--- src/rtl/spi_bm_pkg.sv ---
package spi_bm_pkg;

    localparam int BUS_W    = 8;
    localparam int FRAME_W  = 16;
    localparam int SEL_W    = 4;
    localparam int CNT_W    = 1 << SEL_W;
    localparam int EDGES    = 2 * FRAME_W;
    localparam int EDGE_W   = $clog2(EDGES);
    localparam int CSHI_BIT = SEL_W;
    localparam int CPOL_BIT = SEL_W + 1;
    localparam int CFG_BITS = SEL_W + 2;

    typedef struct packed {
        logic             cpol;
        logic             cs_hi;
        logic [SEL_W-1:0] sel;
    } cfg_t;

    typedef struct packed {
        logic             wr;
        logic             start;
        logic             cfg_sel;
        logic             hi_sel;
        logic [BUS_W-1:0] data;
    } host_req_t;

    typedef enum logic [1:0] {
        ST_IDLE,
        ST_LEAD,
        ST_SHIFT,
        ST_TRAIL
    } xfer_st_t;

    function automatic logic cs_level(input logic active, input logic cs_hi);
        return active ? cs_hi : ~cs_hi;
    endfunction

    function automatic logic [CNT_W-1:0] half_limit(input logic [SEL_W-1:0] sel);
        return (CNT_W'(1) << sel) - CNT_W'(1);
    endfunction

endpackage

--- src/rtl/spi_bm_sync.sv ---
module spi_bm_sync #(
    parameter int W = 1
) (
    input  logic         clk,
    input  logic         rst,
    input  logic [W-1:0] d,
    output logic [W-1:0] q
);
    always_ff @(posedge clk) begin
        if (rst) q <= '0;
        else     q <= d;
    end
endmodule

--- src/rtl/spi_bm_cfg.sv ---
module spi_bm_cfg
    import spi_bm_pkg::*;
(
    input  logic                clk,
    input  logic                rst,
    input  logic                wr,
    input  logic                cfg_sel,
    input  logic [CFG_BITS-1:0] bits,
    output cfg_t                cfg_q
);
    always_ff @(posedge clk) begin
        if (rst) begin
            cfg_q <= '0;
        end else if (wr && cfg_sel) begin
            cfg_q.cpol  <= bits[CPOL_BIT];
            cfg_q.cs_hi <= bits[CSHI_BIT];
            cfg_q.sel   <= bits[SEL_W-1:0];
        end
    end
endmodule

--- src/rtl/spi_bm_rate.sv ---
module spi_bm_rate
    import spi_bm_pkg::*;
(
    input  logic             clk,
    input  logic             rst,
    input  logic             run,
    input  logic [SEL_W-1:0] sel,
    output logic             tick
);
    logic [CNT_W-1:0] cnt_q;
    logic [CNT_W-1:0] limit;

    assign limit = half_limit(sel);
    assign tick  = run && (cnt_q == limit);

    always_ff @(posedge clk) begin
        if (rst || !run)  cnt_q <= '0;
        else if (tick)    cnt_q <= '0;
        else              cnt_q <= cnt_q + CNT_W'(1);
    end
endmodule

--- src/rtl/spi_bm_engine.sv ---
module spi_bm_engine
    import spi_bm_pkg::*;
(
    input  logic               clk,
    input  logic               rst,
    input  host_req_t          req,
    input  logic               cpol,
    input  logic               tick,
    input  logic               miso,
    output logic               busy,
    output logic               sclk_int,
    output logic               mosi_q,
    output logic [FRAME_W-1:0] data_q
);
    localparam int HI_OFF = FRAME_W - BUS_W;

    xfer_st_t           st_q, st_d;
    logic               phase_q;
    logic [EDGE_W-1:0]  ecnt_q;
    logic               samp_q;
    logic               lead_edge, trail_edge, last_edge;
    logic [FRAME_W-1:0] data_d;

    assign busy       = (st_q != ST_IDLE);
    assign sclk_int   = cpol ^ phase_q;
    assign lead_edge  = tick && !phase_q && (st_q == ST_LEAD || st_q == ST_SHIFT);
    assign trail_edge = tick && phase_q && (st_q == ST_SHIFT);
    assign last_edge  = trail_edge && (ecnt_q == EDGE_W'(EDGES - 1));

    always_comb begin
        st_d = st_q;
        case (st_q)
            ST_IDLE:  if (req.start) st_d = ST_LEAD;
            ST_LEAD:  if (tick)      st_d = ST_SHIFT;
            ST_SHIFT: if (last_edge) st_d = ST_TRAIL;
            ST_TRAIL: if (tick)      st_d = ST_IDLE;
            default:                 st_d = ST_IDLE;
        endcase
    end

    always_comb begin
        data_d = data_q;
        if (samp_q)    data_d[0] = miso;
        if (lead_edge) data_d = data_d << 1;
        if (st_q == ST_IDLE && req.wr && !req.cfg_sel) begin
            if (req.hi_sel) data_d[HI_OFF +: BUS_W] = req.data;
            else            data_d[0 +: BUS_W]      = req.data;
        end
    end

    always_ff @(posedge clk) begin
        if (rst) begin
            st_q    <= ST_IDLE;
            phase_q <= 1'b0;
            ecnt_q  <= '0;
            samp_q  <= 1'b0;
            mosi_q  <= 1'b0;
            data_q  <= '0;
        end else begin
            st_q   <= st_d;
            samp_q <= trail_edge;
            data_q <= data_d;
            if (lead_edge) mosi_q <= data_q[FRAME_W-1];
            if (lead_edge || trail_edge) begin
                phase_q <= ~phase_q;
                ecnt_q  <= ecnt_q + EDGE_W'(1);
            end else if (st_q == ST_IDLE) begin
                phase_q <= 1'b0;
                ecnt_q  <= '0;
            end
        end
    end
endmodule

--- src/rtl/spi_bm_pins.sv ---
module spi_bm_pins
    import spi_bm_pkg::*;
(
    input  logic clk,
    input  logic rst,
    input  logic active,
    input  logic cs_hi,
    input  logic sclk_int,
    input  logic mosi_int,
    output logic cs_pin,
    output logic sclk_pin,
    output logic mosi_pin
);
    always_ff @(posedge clk) begin
        if (rst) begin
            cs_pin   <= 1'b1;
            sclk_pin <= 1'b0;
            mosi_pin <= 1'b0;
        end else begin
            cs_pin   <= cs_level(active, cs_hi);
            sclk_pin <= sclk_int;
            mosi_pin <= mosi_int;
        end
    end
endmodule

--- src/rtl/spi_byte_master.sv ---
module spi_byte_master
    import spi_bm_pkg::*;
(
    input  logic             clk,
    input  logic             rst,
    input  logic [BUS_W-1:0] host_wdata,
    input  logic             host_wr,
    input  logic             host_hi_sel,
    input  logic             host_cfg,
    input  logic             host_start,
    output logic [BUS_W-1:0] host_rdata,
    output logic             busy,
    output logic             spi_cs,
    output logic             spi_sclk,
    output logic             spi_mosi,
    input  logic             spi_miso
);
    host_req_t          req_raw, req_s;
    cfg_t               cfg_q;
    logic               tick;
    logic               sclk_int, mosi_q;
    logic [FRAME_W-1:0] data_q;

    assign req_raw = '{wr: host_wr, start: host_start, cfg_sel: host_cfg,
                       hi_sel: host_hi_sel, data: host_wdata};

    spi_bm_sync #(.W($bits(host_req_t))) u_sync (
        .clk(clk), .rst(rst), .d(req_raw), .q(req_s)
    );

    spi_bm_cfg u_cfg (
        .clk(clk), .rst(rst), .wr(req_s.wr), .cfg_sel(req_s.cfg_sel),
        .bits(req_s.data[CFG_BITS-1:0]), .cfg_q(cfg_q)
    );

    spi_bm_rate u_rate (
        .clk(clk), .rst(rst), .run(busy), .sel(cfg_q.sel), .tick(tick)
    );

    spi_bm_engine u_eng (
        .clk(clk), .rst(rst), .req(req_s), .cpol(cfg_q.cpol), .tick(tick),
        .miso(spi_miso), .busy(busy), .sclk_int(sclk_int), .mosi_q(mosi_q),
        .data_q(data_q)
    );

    spi_bm_pins u_pins (
        .clk(clk), .rst(rst), .active(busy), .cs_hi(cfg_q.cs_hi),
        .sclk_int(sclk_int), .mosi_int(mosi_q),
        .cs_pin(spi_cs), .sclk_pin(spi_sclk), .mosi_pin(spi_mosi)
    );

    assign host_rdata = host_hi_sel ? data_q[FRAME_W-1 -: BUS_W] : data_q[BUS_W-1:0];
endmodule

--- config.mk ---
export PLATFORM = sky130hd
export DESIGN_NAME = spi_byte_master
export DESIGN_NICKNAME = d
export VERILOG_FILES = /design/src/rtl/spi_bm_pkg.sv /design/src/rtl/spi_bm_sync.sv /design/src/rtl/spi_bm_cfg.sv /design/src/rtl/spi_bm_rate.sv /design/src/rtl/spi_bm_engine.sv /design/src/rtl/spi_bm_pins.sv /design/src/rtl/spi_byte_master.sv
export SDC_FILE = /design/constraint.sdc
export NUM_CORES = 1
export LEC_CHECK = 0
export ABC_AREA = 0
export BUFFER_PORTS_ARGS = -buffer_cell sky130_fd_sc_hd__buf_2
export CORE_UTILIZATION = 40
export CTS_BUF_LIST = sky130_fd_sc_hd__clkbuf_4 sky130_fd_sc_hd__clkbuf_8 sky130_fd_sc_hd__clkbuf_16
export DETAILED_ROUTE_END_ITERATION = 12
export PLACE_DENSITY = 0.64
export SYNTH_ARGS = -nofsm -noshare
export SYNTH_HDL_FRONTEND = slang
export SYNTH_SLANG_ARGS = --single-unit
--- constraint.sdc ---
create_clock -name clk -period 4.5 [get_ports clk]
set_input_delay 0.9 -clock clk [delete_from_list [all_inputs] [get_ports clk]]
set_output_delay 0.9 -clock clk [all_outputs]
set_load 0.01 [all_outputs]
# Word-level counts from Yosys, hierarchy flattened
# Cells that the tools add are included.
op_classes:
  mul: 0
  order_cmp: 0
  div_mod_pow: 0
  reduce_logical: 20
  muxes: 16
  eq_ne: 9
  bitwise: 3
  shift: 1
  n_addsub: 3
op_table:
  columns: ["operator", "n"]
  rows:
  - ["$mux 16", 2]
  - ["$mux 8", 3]
  - ["$add 16x1->16 const B", 1]
  - ["$eq 16x16->1", 1]
  - ["$shl 1x4->16 const A", 1]
  - ["$sub 16x2->16 const B", 1]
  - ["$mux 5", 2]
  - ["$logic_and 1x1->1", 9]
  - ["$mux 2", 4]
  - ["$pmux 2 s4", 1]
  - ["$ne 2x1->1 const B", 3]
  - ["$add 5x1->5 const B", 1]
  - ["$eq 5x5->1 const B", 1]
  - ["$eq 2x2->1 const B", 2]
  - ["$mux 1", 4]
  - ["$reduce_and 4->1", 1]
  - ["$reduce_bool 2->1", 2]
  - ["$logic_not 1->1", 3]
  - ["$logic_or 1x1->1", 3]
  - ["$eq 2x1->1 const B", 1]
  - ["$logic_not 2->1", 1]
  - ["$ne 2x2->1 const B", 1]
  - ["$not 1->1", 2]
  - ["$reduce_or 2->1", 1]
  - ["$xor 1x1->1", 1]
totals:
  n_memories: 0
  ramBits: 0
  romBits: 0
  wordCells: 66
  in_bits: 15
  reg_bits: 63
  output_inout_bits: 12
  latchBits: 0

# Depth between registers and ports, before layout
# Gate-level depths: netlist of run 1.
depth:
  word_depth: 9
  mapped_depth: 14
  mapped_depth_nobuf: 10

# Hierarchy
# A second synthesis of run 1 with hierarchy kept.
hier_totals:
  cells_unflattened: 385
  hier_area_um2: 3547.2
modules_own_cells:
  columns: ["mod", "cells_per_inst", "area_per_inst_um2", "seq_area_each_um2", "n_inst"]
  rows:
  - ["spi_bm_engine", 142, 1362.6, 520.5, 1]
  - ["spi_bm_rate", 176, 1340.0, 320.3, 1]
  - ["spi_bm_sync", 25, 366.6, 240.2, 1]
  - ["spi_bm_cfg", 26, 259.0, 120.1, 1]
  - ["spi_byte_master", 9, 131.4, 0.0, 1]
  - ["spi_bm_pins", 7, 87.6, 60.1, 1]

# Least setup slack after synthesis of run 1
# Ideal clock, no wire load.
synth_path:
  path_kind: "flip-flop to flip-flop"
  startpoint: "register u_cfg.cfg_q[3] (netlist name)"
  endpoint: "register u_rate.cnt_q[13]"
  synth_period_minus_slack_ns: 3.202
  path_buffers: 3
  setup_slack_ns: 1.298
  t_required_ns: 4.385
  setup_ns: 0.115
  stages_incl_launch_ff: 12
  arrival_time_ns: 3.087
  cell_sequence: "dfxtp_1 or4_4 ha_1 buf_4 buf_2 nor4b_1 a2111oi_0 nand2_1 or3_4 o21ai_4 buf_4 nor2_1"
synth_via:
  elab_chain_len: 5
synth_lines:
  columns: ["item", "line_no", "text"]
  rows:
  - ["$shl 1x4->16", "spi_bm_pkg.sv:39", "return (CNT_W'(1) << sel) - CNT_W'(1);"]
  - ["$sub 16x2->16", "spi_bm_pkg.sv:39", null]
  - ["$eq 16x16->1", "spi_bm_rate.sv:14", "assign tick = run && (cnt_q == limit);"]
  - ["$logic_and 1x1->1", "spi_bm_rate.sv:14", null]
  - ["$reduce_or 2->1 (no source line)", null, null]
  - ["to (signal assigned)", "spi_bm_rate.sv:19", "else cnt_q <= cnt_q + CNT_W'(1);"]
  - ["to (decl)", "spi_bm_rate.sv:10", "logic [CNT_W-1:0] cnt_q;"]
# No other way between the ends.
# A chain may end at the register's enable or synchronous reset.

# Worst setup path after layout of run 1
layout_path:
  startpoint: "register u_cfg.cfg_q[3] (netlist name)"
  endpoint: "register u_eng.data_q[1]"
layout_via:
  elab_chain_len: 9
layout_lines:
  columns: ["item", "line_no", "text"]
  rows:
  - ["$shl 1x4->16 (*)", "spi_bm_pkg.sv:39", null]
  - ["$sub 16x2->16 (*)", "spi_bm_pkg.sv:39", null]
  - ["$eq 16x16->1 (*)", "spi_bm_rate.sv:14", null]
  - ["$logic_and 1x1->1 (*)", "spi_bm_rate.sv:14", null]
  - ["$logic_and 1x1->1 (*) (2 in series)", "spi_bm_engine.sv:26", "assign lead_edge = tick && !phase_q && (st_q == ST_LEAD || st_q == ST_SHIFT);"]
  - ["$mux 16 (*)", "spi_bm_engine.sv:44", "if (lead_edge) data_d = data_d << 1;"]
  - ["$mux 8", "spi_bm_engine.sv:46", "if (req.hi_sel) data_d[HI_OFF +: BUS_W] = req.data;"]
  - ["$mux 16 (*)", "spi_bm_engine.sv:45", "if (st_q == ST_IDLE && req.wr && !req.cfg_sel) begin"]
  - ["to (signal assigned)", "spi_bm_engine.sv:62", "data_q <= data_d;"]
  - ["to (decl)", "spi_bm_engine.sv:13", "output logic [FRAME_W-1:0] data_q"]
# Every way passes the cells marked *; elsewhere a longest branch is shown, timed or not.

==> run_results.csv, run 1 <==
group,metric,value,unit
outcome,status,"complete, no violations",
worst_setup_path,reg2reg_from,"u_cfg.cfg_q[3]",
routing,highest_layer,"met4",
timing,finalHoldViolations,0,
timing,slew_headroom,0.372,
floorplanning,initial_core_util,0.415,
global_routing,antenna_found_initial,0,
global_routing,grt_max_degree,56,
timing,worstMarginPinSlew,0.942,ns
floorplanning,coreArea,0.00826,mm²
worst_setup_path,r2r_setup_slack,0.59,ns
cts,cts_max_level,3,
worst_setup_path,critPathLaunchType,"register",
cts,cts_tree,"yes",
logic_synthesis,avgSynthCellArea,8.44,µm²
routing,routedWlPerCell,13.6,µm
timing,finalMaxSlewViolations,0,
cts,path_clk_slew,0.07,ns
cts,hold_buffers,0,
layout,nets,443,
global_routing,grt_pass1_wl,11800,µm
timing,period_minus_slack,3.91,ns
layout,fin_util,0.459,
logic_synthesis,synth-edff-count,0,
worst_setup_path,crit_chain,"inv_1 > nand3_1 > ha_1 > or3b_2 > a21oi_1 > o311a_1 > nand4_1 > nor4_4 > buf_4 > nor4b_1 > a211o_1",
routing,via_count,2812,
routing,drc,0,
routing,routed_via_density,5.31,
routing,drtIter0Drc,103,
pwr,vdd_drop_max,0.265,mV
placement,port_buffers,26,
worst_hold_path,hp-start,"u_eng.mosi_q",
floorplanning,die_h,94.5,µm
timing,fin_skew,0.0131,ns
floorplanning,pin_count,27,
routing,drt_first_pass_iters,4,
logic_synthesis,syn-num-nets,429,
worst_hold_path,hold_class,"register to register",
pwr,leakage,1.41,nW
layout,synthToLayoutAreaGrowth,10.7,%
cts,cts_buffers,9,
floorplanning,die-area,0.00894,mm²
placement,dp_hpwl,5150,µm
routing,wirelength,7230,µm
logic_synthesis,syn_area,0.00343,mm²
worst_setup_path,crit_fanout,23,
layout,drive_gt1_frac,0.158,
routing,drtAntennaViolNets,0,
floorplanning,num_rows,33,
cts,clock_sinks,63,
floorplanning,die_x,94.5,µm
timing,max_freq,256,MHz
cts,clockBufferDepth,2,
pwr,p_per_area,403,mW/mm²
timing,post-route-period-util,0.870,
worst_setup_path,cp.required,4.73,ns
job,maxCapViolCount,0,
logic_synthesis,synth_cells,406,
layout,diodes,0,
cts,cts_root_buffer,"clkbuf_8",
logic_synthesis,ys_warn_count,0,
logic_synthesis,synth_seq_cells,63,
logic_synthesis,synth_top_flop_cell,"dfxtp_1",
worst_setup_path,crit_path_max_incr_delay,0.61,ns
worst_setup_path,arrival,4.15,ns
routing,met1_length,3550,µm
global_routing,track_usage,0.171,
logic_synthesis,ys_seq_area_frac,0.368,
timing,setup-violations-final,0,
cts,post_cts_resized,0,
worst_setup_path,crit_path_start,"u_cfg.cfg_q[3]",
cts,clk_latency,0.35,ns
logic_synthesis,async_flop_share,0,
routing,wl_met2,3290,µm
routing,routed-wl-met3,273,µm
timing,finalSetupTns,0,ns
cts,postCtsSetupRepairBufs,0,
worst_setup_path,cpMaxStageDelayCell,"dfxtp_1",
worst_setup_path,crit_type,"register to register",
logic_synthesis,yosysUniqueCellTypes,60,
global_routing,grt-ovfl-total,0,
placement,gp_congestion,0.857,
timing,grt_setup_unrepaired,"false",
global_routing,first_global_vias,2466,
worst_setup_path,cp-end-kind,"register",
## layout by cell type, fill, tap and decap left out, types with 2 or more instances in the layout
master	n
a2111oi_0	2
a211o_1	2
a21boi_0	2
a21oi_1	14
a31oi_1	2
a32oi_1	2
and2_1	2
and3_1	6
buf_2	26
buf_4	5
clkbuf_8	9
dfxtp_1	63
ha_1	8
inv_1	13
inv_6	2
mux2_2	9
mux2i_1	13
nand2_1	27
nand2b_1	18
nand3_1	19
nand3b_1	2
nand4_1	3
nor2_1	47
nor2b_1	17
nor3_1	22
nor3b_1	7
nor4_1	9
nor4b_1	3
o2111ai_1	3
o211ai_1	4
o21ai_0	6
or3_1	2
or4_4	2
xnor2_1	17
xor2_1	8
## cells by family (layout without fill, tap and decap cells)
| logic type | Yosys count | count (layout) | share of synthesized area |
|---|---|---|---|
| xor gates and xnor gates | 26 | 26 | 0.0687 |
| AOI/OAI and AO/OA | 51 | 51 | 0.106 |
| muxes | 22 | 22 | 0.0676 |
| adders and majority gates | 8 | 8 | 0.0292 |
| and+or+nand+nor | 195 | 195 | 0.306 |
| buffers and inverters | 41 | 60 | 0.0541 |
| DFF | 63 | 63 | 0.368 |
## path summary, 6_finish.rpt
kind	endpoint	depth (start not counted)
max reg2reg	u_eng.data_q[1]	11
min reg2reg	u_pins.mosi_pin	1
max	u_eng.data_q[1]	11
min	u_pins.mosi_pin	1
## state kept, by name, indices dropped and copies added (netlist names)
name	count
u_cfg.cfg_q	6
u_eng.ecnt_q	5
u_eng.data_q	16
u_pins.sclk_pin	1
u_pins.cs_pin	1
u_pins.mosi_pin	1
u_eng.mosi_q	1
u_eng.st_q	2
u_eng.phase_q	1
u_rate.cnt_q	16
u_eng.samp_q	1
u_sync.q	12
## final cells by class
type / count / area, µm²
fill: 816 / 4470
inverter: 13 / 48.8
tap: 105 / 131
clock buffer: 9 / 124
clock inverter: 7 / 80.1
multi-input combinational: 302 / 1980
timing repair buffer: 31 / 168
sequential: 63 / 1260
## through the flow
step / instances / setup slack (ns) / cell area, µm² / hold slack, ns / power (mW)
2_1_floorplan: 406 / 1.30 / 3430 / 0.437 / 0.948
6_report: 530 / 0.587 / 3790 / 0.482 / 1.53
4_1_cts: 530 / 0.649 / 3790 / 0.483 / 1.55
3_5_place_dp: 514 / 0.672 / 3590 / 0.467 / 1.03
3_3_place_gp: 514 / 0.775 / 3590 / 0.460 / 1.03
5_1_grt: 530 / 0.277 / 3790 / 0.490 / 1.61
## synth_stat cells (all sizes together), types with 3 or more instances
| cell type | n | area share |
|---|---|---|
| dfxtp | 63 | 0.37 |
| nor2 | 47 | 0.051 |
| nand2 | 27 | 0.030 |
| nor3 | 22 | 0.032 |
| nand3 | 19 | 0.028 |
| nand2b | 18 | 0.033 |
| xnor2 | 18 | 0.048 |
| nor2b | 17 | 0.031 |
| buf | 16 | 0.027 |
| a21oi | 14 | 0.020 |
| inv | 13 | 0.014 |
| mux2i | 13 | 0.038 |
| clkbuf | 12 | 0.013 |
| nor4 | 10 | 0.023 |
| mux2 | 9 | 0.030 |
| ha | 8 | 0.029 |
| o21ai | 8 | 0.015 |
| xor2 | 8 | 0.020 |
| nor3b | 7 | 0.015 |
| and3 | 6 | 0.011 |
| o211ai | 4 | 0.0088 |
| nand4 | 3 | 0.0055 |
| nor4b | 3 | 0.0077 |
| o2111ai | 3 | 0.0077 |
| or3 | 3 | 0.0069 |
| or4 | 3 | 0.0088 |
## power breakdown
| part | internal, mW | leakage [nW] | switching, mW |
|---|---|---|---|
| Sequential | 0.599 | 0.513 | 0.0343 |
| Clock | 0.263 | 0.102 | 0.245 |
| Combinational | 0.166 | 0.795 | 0.222 |
| Total | 1.03 | 1.41 | 0.501 |
## layer usage
| metal | global-route usage | vias up |
|---|---|---|
| li1 | - | 1443 |
| met3 | 0.0411 | 12 |
| met5 | 0 | - |
| met2 | 0.270 | 52 |
| met1 | 0.224 | 1305 |
| met4 | 0.0669 | 0 |
## critical path, delay by kind of cell (launching register included)
family,cells,cell delay (ns)
compound gates,3,0.80
simple gates,5,1.20
flops,1,0.61
buf+inv,2,0.57
fa+ha+maj,1,0.61
Power figures use the tool's default switching activity.
==> run 2: changes to the inputs <==
--- a/config.mk
+++ b/config.mk
@@ -6,11 +6,11 @@
 export NUM_CORES = 1
 export LEC_CHECK = 0
 export ABC_AREA = 0
-export BUFFER_PORTS_ARGS = -buffer_cell sky130_fd_sc_hd__buf_2
 export CORE_UTILIZATION = 40
 export CTS_BUF_LIST = sky130_fd_sc_hd__clkbuf_4 sky130_fd_sc_hd__clkbuf_8 sky130_fd_sc_hd__clkbuf_16
 export DETAILED_ROUTE_END_ITERATION = 12
-export PLACE_DENSITY = 0.64
+export DONT_BUFFER_PORTS = 1
+export PLACE_DENSITY = 0.61
 export SYNTH_ARGS = -nofsm -noshare
 export SYNTH_HDL_FRONTEND = slang
 export SYNTH_SLANG_ARGS = --single-unit
==> run 2 against run 1 <==
- global-route usage grew 0.63 points
- critical path depth unchanged
- sequential power about the same
- count of clock-buffer cells in the layout is the same
==> run_results.csv, run 2 (synthesis results as in run 1) <==
group,metric,value,unit
worst_hold_path,hold_path_end,"u_cfg.cfg_q[5]",
worst_hold_path,hold_depth,2,
layout,nets,416,
routing,drtIter0Drc,113,
timing,grt_setup_unrepaired,"false",
worst_setup_path,cp-end-kind,"register",
worst_hold_path,hold_class,"register to register",
routing,drc,0,
global_routing,antenna_found_initial,0,
placement,dp.cells,487,
cts,cts_tree,"yes",
global_routing,first_global_vias,2465,
pwr,p_per_area,400,mW/mm²
cts,cts_max_level,3,
routing,wirelength,7420,µm
placement,port_buffers,0,
global_routing,track_usage,0.177,
worst_setup_path,r2r_cells,11,
floorplanning,num_rows,33,
timing,setup-violations-final,0,
timing,finalMaxSlewViolations,0,
cts,clockBufferDepth,2,
routing,drt_first_pass_iters,5,
cts,clock_sinks,63,
worst_setup_path,rr_endpoint,"u_eng.data_q[1]",
pwr,vdd_drop_max,0.235,mV
layout,top_regs,"u_eng.data_q: 16 flops, u_rate.cnt_q: 16 flops, u_sync.q: 12 flops",
global_routing,grt-ovfl-total,0,
layout,layout_common_cells,"dfxtp_1, nor2_1, nand2_1, nor3_1, nand3_1",
layout,fin_cells,503,
worst_setup_path,arrival,4.26,ns
layout,drive_gt1_frac,0.101,
placement,dp_hpwl,5210,µm
worst_setup_path,crit_type,"register to register",
floorplanning,coreArea,0.00826,mm²
cts,clk_latency,0.35,ns
cts,hold_buffers,0,
worst_setup_path,critPathLaunchType,"register",
floorplanning,die_x,94.5,µm
routing,via_count,2741,
worst_setup_path,reg2reg_from,"u_cfg.cfg_q[1]",
floorplanning,die-area,0.00894,mm²
layout,layout_commonest_cell,"dfxtp_1",
layout,diodes,0,
timing,max_freq,249,MHz
layout,synthToLayoutAreaGrowth,5.95,%
global_routing,grt_max_degree,56,
timing,period_minus_slack,4.01,ns
placement,gp_congestion,0.878,
pwr,leakage,1.28,nW
floorplanning,die_h,94.5,µm
timing,worstMarginPinSlew,0.856,ns
worst_hold_path,hp-start,"u_cfg.cfg_q[5]",
timing,finalHoldViolations,0,
routing,routed_via_density,5.45,
cts,cts_buffers,9,
cts,postCtsSetupRepairBufs,0,
floorplanning,pin_count,27,
global_routing,grt_pass1_wl,12200,µm
timing,slew_headroom,0.425,
cts,cts_root_buffer,"clkbuf_8",
worst_setup_path,r2r_setup_slack,0.49,ns
cts,post_cts_resized,0,
timing,post-route-period-util,0.892,
timing,fin_skew,0.0144,ns
routing,routedWlPerCell,14.8,µm
worst_setup_path,crit_fanout,23,
outcome,status,"complete, no violations",
worst_setup_path,cp.required,4.74,ns
timing,finalSetupTns,0,ns
floorplanning,initial_core_util,0.415,
routing,drtAntennaViolNets,0,
job,maxCapViolCount,0,
cts,path_clk_slew,0.08,ns
run 2: cell types whose count changed in the layout (fill, tap and decap cells not counted), sizes merged:
cell / delta
buf: -27
bufinv: -1
clkinv: +1
run 2: routing by layer:
layer  vias to the layer above  global-route usage  wire (µm)  part of all wire
li1                       1391                   -          -                 -
met2                        48               0.263       3280              0.44
met5                         -                   0          0                 0
met3                        10              0.0322        237             0.032
met1                      1292               0.248       3770              0.51
met4                         0              0.0795        132             0.018
run 2: how the worst max path moves through the flow:
stage,start,endpoint,slack (ns),cells after the start
5_1_grt,u_cfg.cfg_q[1],u_eng.data_q[1],0.16,10
2_1_floorplan,u_cfg.cfg_q[3],u_rate.cnt_q[13],1.30,11
3_3_place_gp,u_cfg.cfg_q[1],u_eng.data_q[1],0.69,11
6_report,u_cfg.cfg_q[1],u_eng.data_q[1],0.49,11
3_5_place_dp,u_cfg.cfg_q[1],u_eng.data_q[1],0.54,11
4_1_cts,u_cfg.cfg_q[1],u_eng.data_q[1],0.54,11
run 2: layout make-up:
class,count,area (µm²)
tap,105,131
sequential,63,1260
clock inverter,7,55.1
clock buffer,9,124
multi-input combinational,302,1980
fill,826,4630
inverter,13,48.8
timing repair buffer,4,30.0
run 2: worst max-delay path, stage by stage, from the launching register on:
cell and delay [ns]:
dfxtp_1 0.74, nor2_1 0.21, nand3_1 0.14, ha_1 0.63
or3b_2 0.49, a21oi_1 0.26, o311a_1 0.27, nand4_1 0.26
nor4_4 0.21, buf_4 0.31, nor4b_1 0.09, a211o_1 0.29
run 2: per-stage QoR:
stage / setup WS [ns] / power (mW) / hold slack (ns) / cell area, µm² / utilization
after floorplan: 1.30 / 0.948 / 0.437 / 3430 / -
after global placement: 0.688 / 1.00 / 0.457 / 3450 / 0.418
after detailed placement: 0.544 / 1.01 / 0.457 / 3450 / 0.418
after CTS: 0.542 / 1.46 / 0.467 / 3630 / 0.440
after global routing: 0.162 / 1.53 / 0.480 / 3630 / 0.440
final: 0.486 / 1.45 / 0.466 / 3630 / 0.440
run 2: report_power, final:
part	switching (mW)	internal [mW]
Combinational	0.210	0.150
Clock	0.248	0.206
Sequential	0.0369	0.599
Total	0.496	0.955
==> run 3: changes to the inputs <==
--- a/config.mk
+++ b/config.mk
@@ -11,6 +11,7 @@
 export DETAILED_ROUTE_END_ITERATION = 12
 export DONT_BUFFER_PORTS = 1
 export PLACE_DENSITY = 0.61
+export REMOVE_ABC_BUFFERS = 1
 export SYNTH_ARGS = -nofsm -noshare
 export SYNTH_HDL_FRONTEND = slang
 export SYNTH_SLANG_ARGS = --single-unit
==> constraint.sdc (replaced) <==
create_clock -name clk -period 4.5 [get_ports clk]
set_input_delay 0 -clock clk [delete_from_list [all_inputs] [get_ports clk]]
set_output_delay 0 -clock clk [all_outputs]
set_load 0.01 [all_outputs]
==> run 3 against run 2 <==
- clock power rose by 23%
- sequential share of layout area fell by 2.1 points
- register-to-register slack lost 0.06 ns
- worst setup slack worse by 0.063 ns
- routed wire length rose by 1.6%
- global-route usage grew 0.63 points
- highest routed layer unchanged
- cell count increased by 3.6%
- largest cell class unchanged
==> run_results.csv, run 3 (synthesis results as in run 1) <==
group,metric,value,unit
global_routing,track_usage,0.183,
pwr,vdd_drop_max,0.212,mV
worst_setup_path,critPathLaunchType,"register",
global_routing,grt-ovfl-total,0,
cts,path_clk_slew,0.08,ns
worst_setup_path,crit_chain,"inv_1 > nand3_1 > ha_1 > or3b_2 > a21oi_1 > o311a_1 > nand4_1 > nor4_4 > buf_4 > nor4b_1 > a211o_1",
routing,wl_met2,3500,µm
layout,drive_gt1_frac,0.0986,
layout,final.fill_count,813,
timing,timing.hold.ws,0.0211,ns
timing,finalHoldViolations,0,
cts,cts_root_buffer,"clkbuf_8",
routing,routed-wl-met3,237,µm
cts,cts_buffers,9,
routing,drt_first_pass_iters,4,
pwr,combPwrFrac,0.241,
worst_setup_path,arrival,4.31,ns
pwr,power_switching,0.495,mW
layout,top_regs,"u_eng.data_q: 16 flops, u_rate.cnt_q: 16 flops, u_sync.q: 12 flops",
routing,drtIter0Drc,171,
timing,setup-violations-final,0,
timing,slew_headroom,0.422,
timing,post-route-period-util,0.906,
floorplanning,initial_core_util,0.415,
outcome,status,"complete, no violations",
pwr,internal_power,1.08,mW
worst_setup_path,cp.required,4.74,ns
worst_setup_path,cpMaxStageDelayCell,"dfxtp_1",
cts,post_cts_resized,0,
layout,layout_common_cells,"dfxtp_1, nor2_1, nand2_1, nor3_1, nand3_1",
routing,via_count,2828,
worst_setup_path,crit_type,"register to register",
global_routing,grt_pass1_wl,12700,µm
timing,grt_setup_unrepaired,"false",
cts,clockBufferDepth,2,
worst_setup_path,cp-end-kind,"register",
timing,period_minus_slack,4.08,ns
layout,synthToLayoutAreaGrowth,12.9,%
floorplanning,die_x,94.5,µm
cts,clk_latency,0.34,ns
floorplanning,coreArea,0.00826,mm²
floorplanning,die_h,94.5,µm
worst_setup_path,crit_fanout,24,
worst_setup_path,crit_path_max_incr_delay,0.77,ns
cts,hold_buffers,18,
floorplanning,pin_count,27,
routing,met1_length,3710,µm
floorplanning,die-area,0.00894,mm²
timing,finalMaxSlewViolations,0,
cts,cts_max_level,3,
routing,routed_via_density,5.43,
pwr,p_seq_frac,0.404,
global_routing,first_global_vias,2657,
pwr,p_per_area,407,mW/mm²
cts,postCtsSetupRepairBufs,0,
routing,drc,0,
pwr,netSwitchingFraction,0.315,
timing,finalSetupTns,0,ns
routing,drtAntennaViolNets,0,
job,maxCapViolCount,0,
layout,nets,434,
cts,cts_tree,"yes",
cts,clock_sinks,63,
routing,highest_layer,"met4",
global_routing,antenna_found_initial,0,
floorplanning,num_rows,33,
timing,max_freq,245,MHz
placement,port_buffers,0,
timing,worstMarginPinSlew,0.861,ns
placement,gp_congestion,0.864,
pwr,clockPowerShare,0.355,
timing,fin_skew,0.0100,ns
routing,wirelength,7540,µm
pwr,leakage,1.38,nW
placement,dp_hpwl,5020,µm
layout,diodes,0,
layout,layout_commonest_cell,"dfxtp_1",
worst_hold_path,hold_class,"input port to register",
routing,routedWlPerCell,14.5,µm
global_routing,grt_max_degree,55,
-- run 3: changes by cell type in the layout (fill, tap and decap cells not counted), sizes merged --
cell | before | now
clkinvlp | 1 | 2
bufinv | 0 | 2
buf | 4 | 5
dlygate4sd3 | 0 | 17
clkinv | 3 | 0
-- run 3: cell type report --
cell class,count,area (µm²),area share
multi-input cells,302,1980,0.512
clock buffers,9,124,0.0320
clock inverters,7,101,0.0262
well taps,105,131,0.0340
inverters,13,48.8,0.0126
flip-flops and latches,63,1260,0.326
repair buffers,22,220,0.0570
-- run 3: worst paths after layout --
path / cells after the start / from / to / slack, ns
max: 11 / u_cfg.cfg_q[3] / u_eng.data_q[1] / 0.42
min: 2 / rst / u_eng.data_q[1] / 0.02
max reg2reg: 11 / u_cfg.cfg_q[3] / u_eng.data_q[1] / 0.42
min reg2reg: 1 / u_eng.mosi_q / u_pins.mosi_pin / 0.47
-- run 3: metrics by stage --
stage               instance area (µm²)  power, mW  setup WS [ns]   util  std cells
finish                             3870       1.57          0.423  0.468        521
global route                       3870       1.66         0.0236  0.468        521
CTS                                3870       1.59          0.440  0.468        521
detailed placement                 3450       1.00          0.477  0.418        487
global placement                   3450       1.00          0.564  0.418        487
floorplan                          3290      0.927          0.601      -        378
-- run 3: routing by layer --
layer  up-vias  GRT usage
li1       1438          -
met1      1333      0.244
met2        50      0.291
met3         7     0.0459
met4         0     0.0581
met5         -          0
-- run 3: worst max-delay path: cells and delay by family, from the launching register on --
family | cells | cell delay, ns
AOI/OAI and AO/OA | 3 | 0.80
buffers and inverters | 2 | 0.57
adders and majority gates | 1 | 0.63
and+or+nand+nor | 5 | 1.18
DFF | 1 | 0.77
-- run 3: power groups by stage --
stage	clock [mW]	combinational, mW	sequential, mW
3_3_place_gp	0	0.354	0.647
2_1_floorplan	0	0.289	0.638
4_1_cts	0.572	0.381	0.635
3_5_place_dp	0	0.356	0.648
5_1_grt	0.598	0.417	0.643
6_report	0.558	0.379	0.635
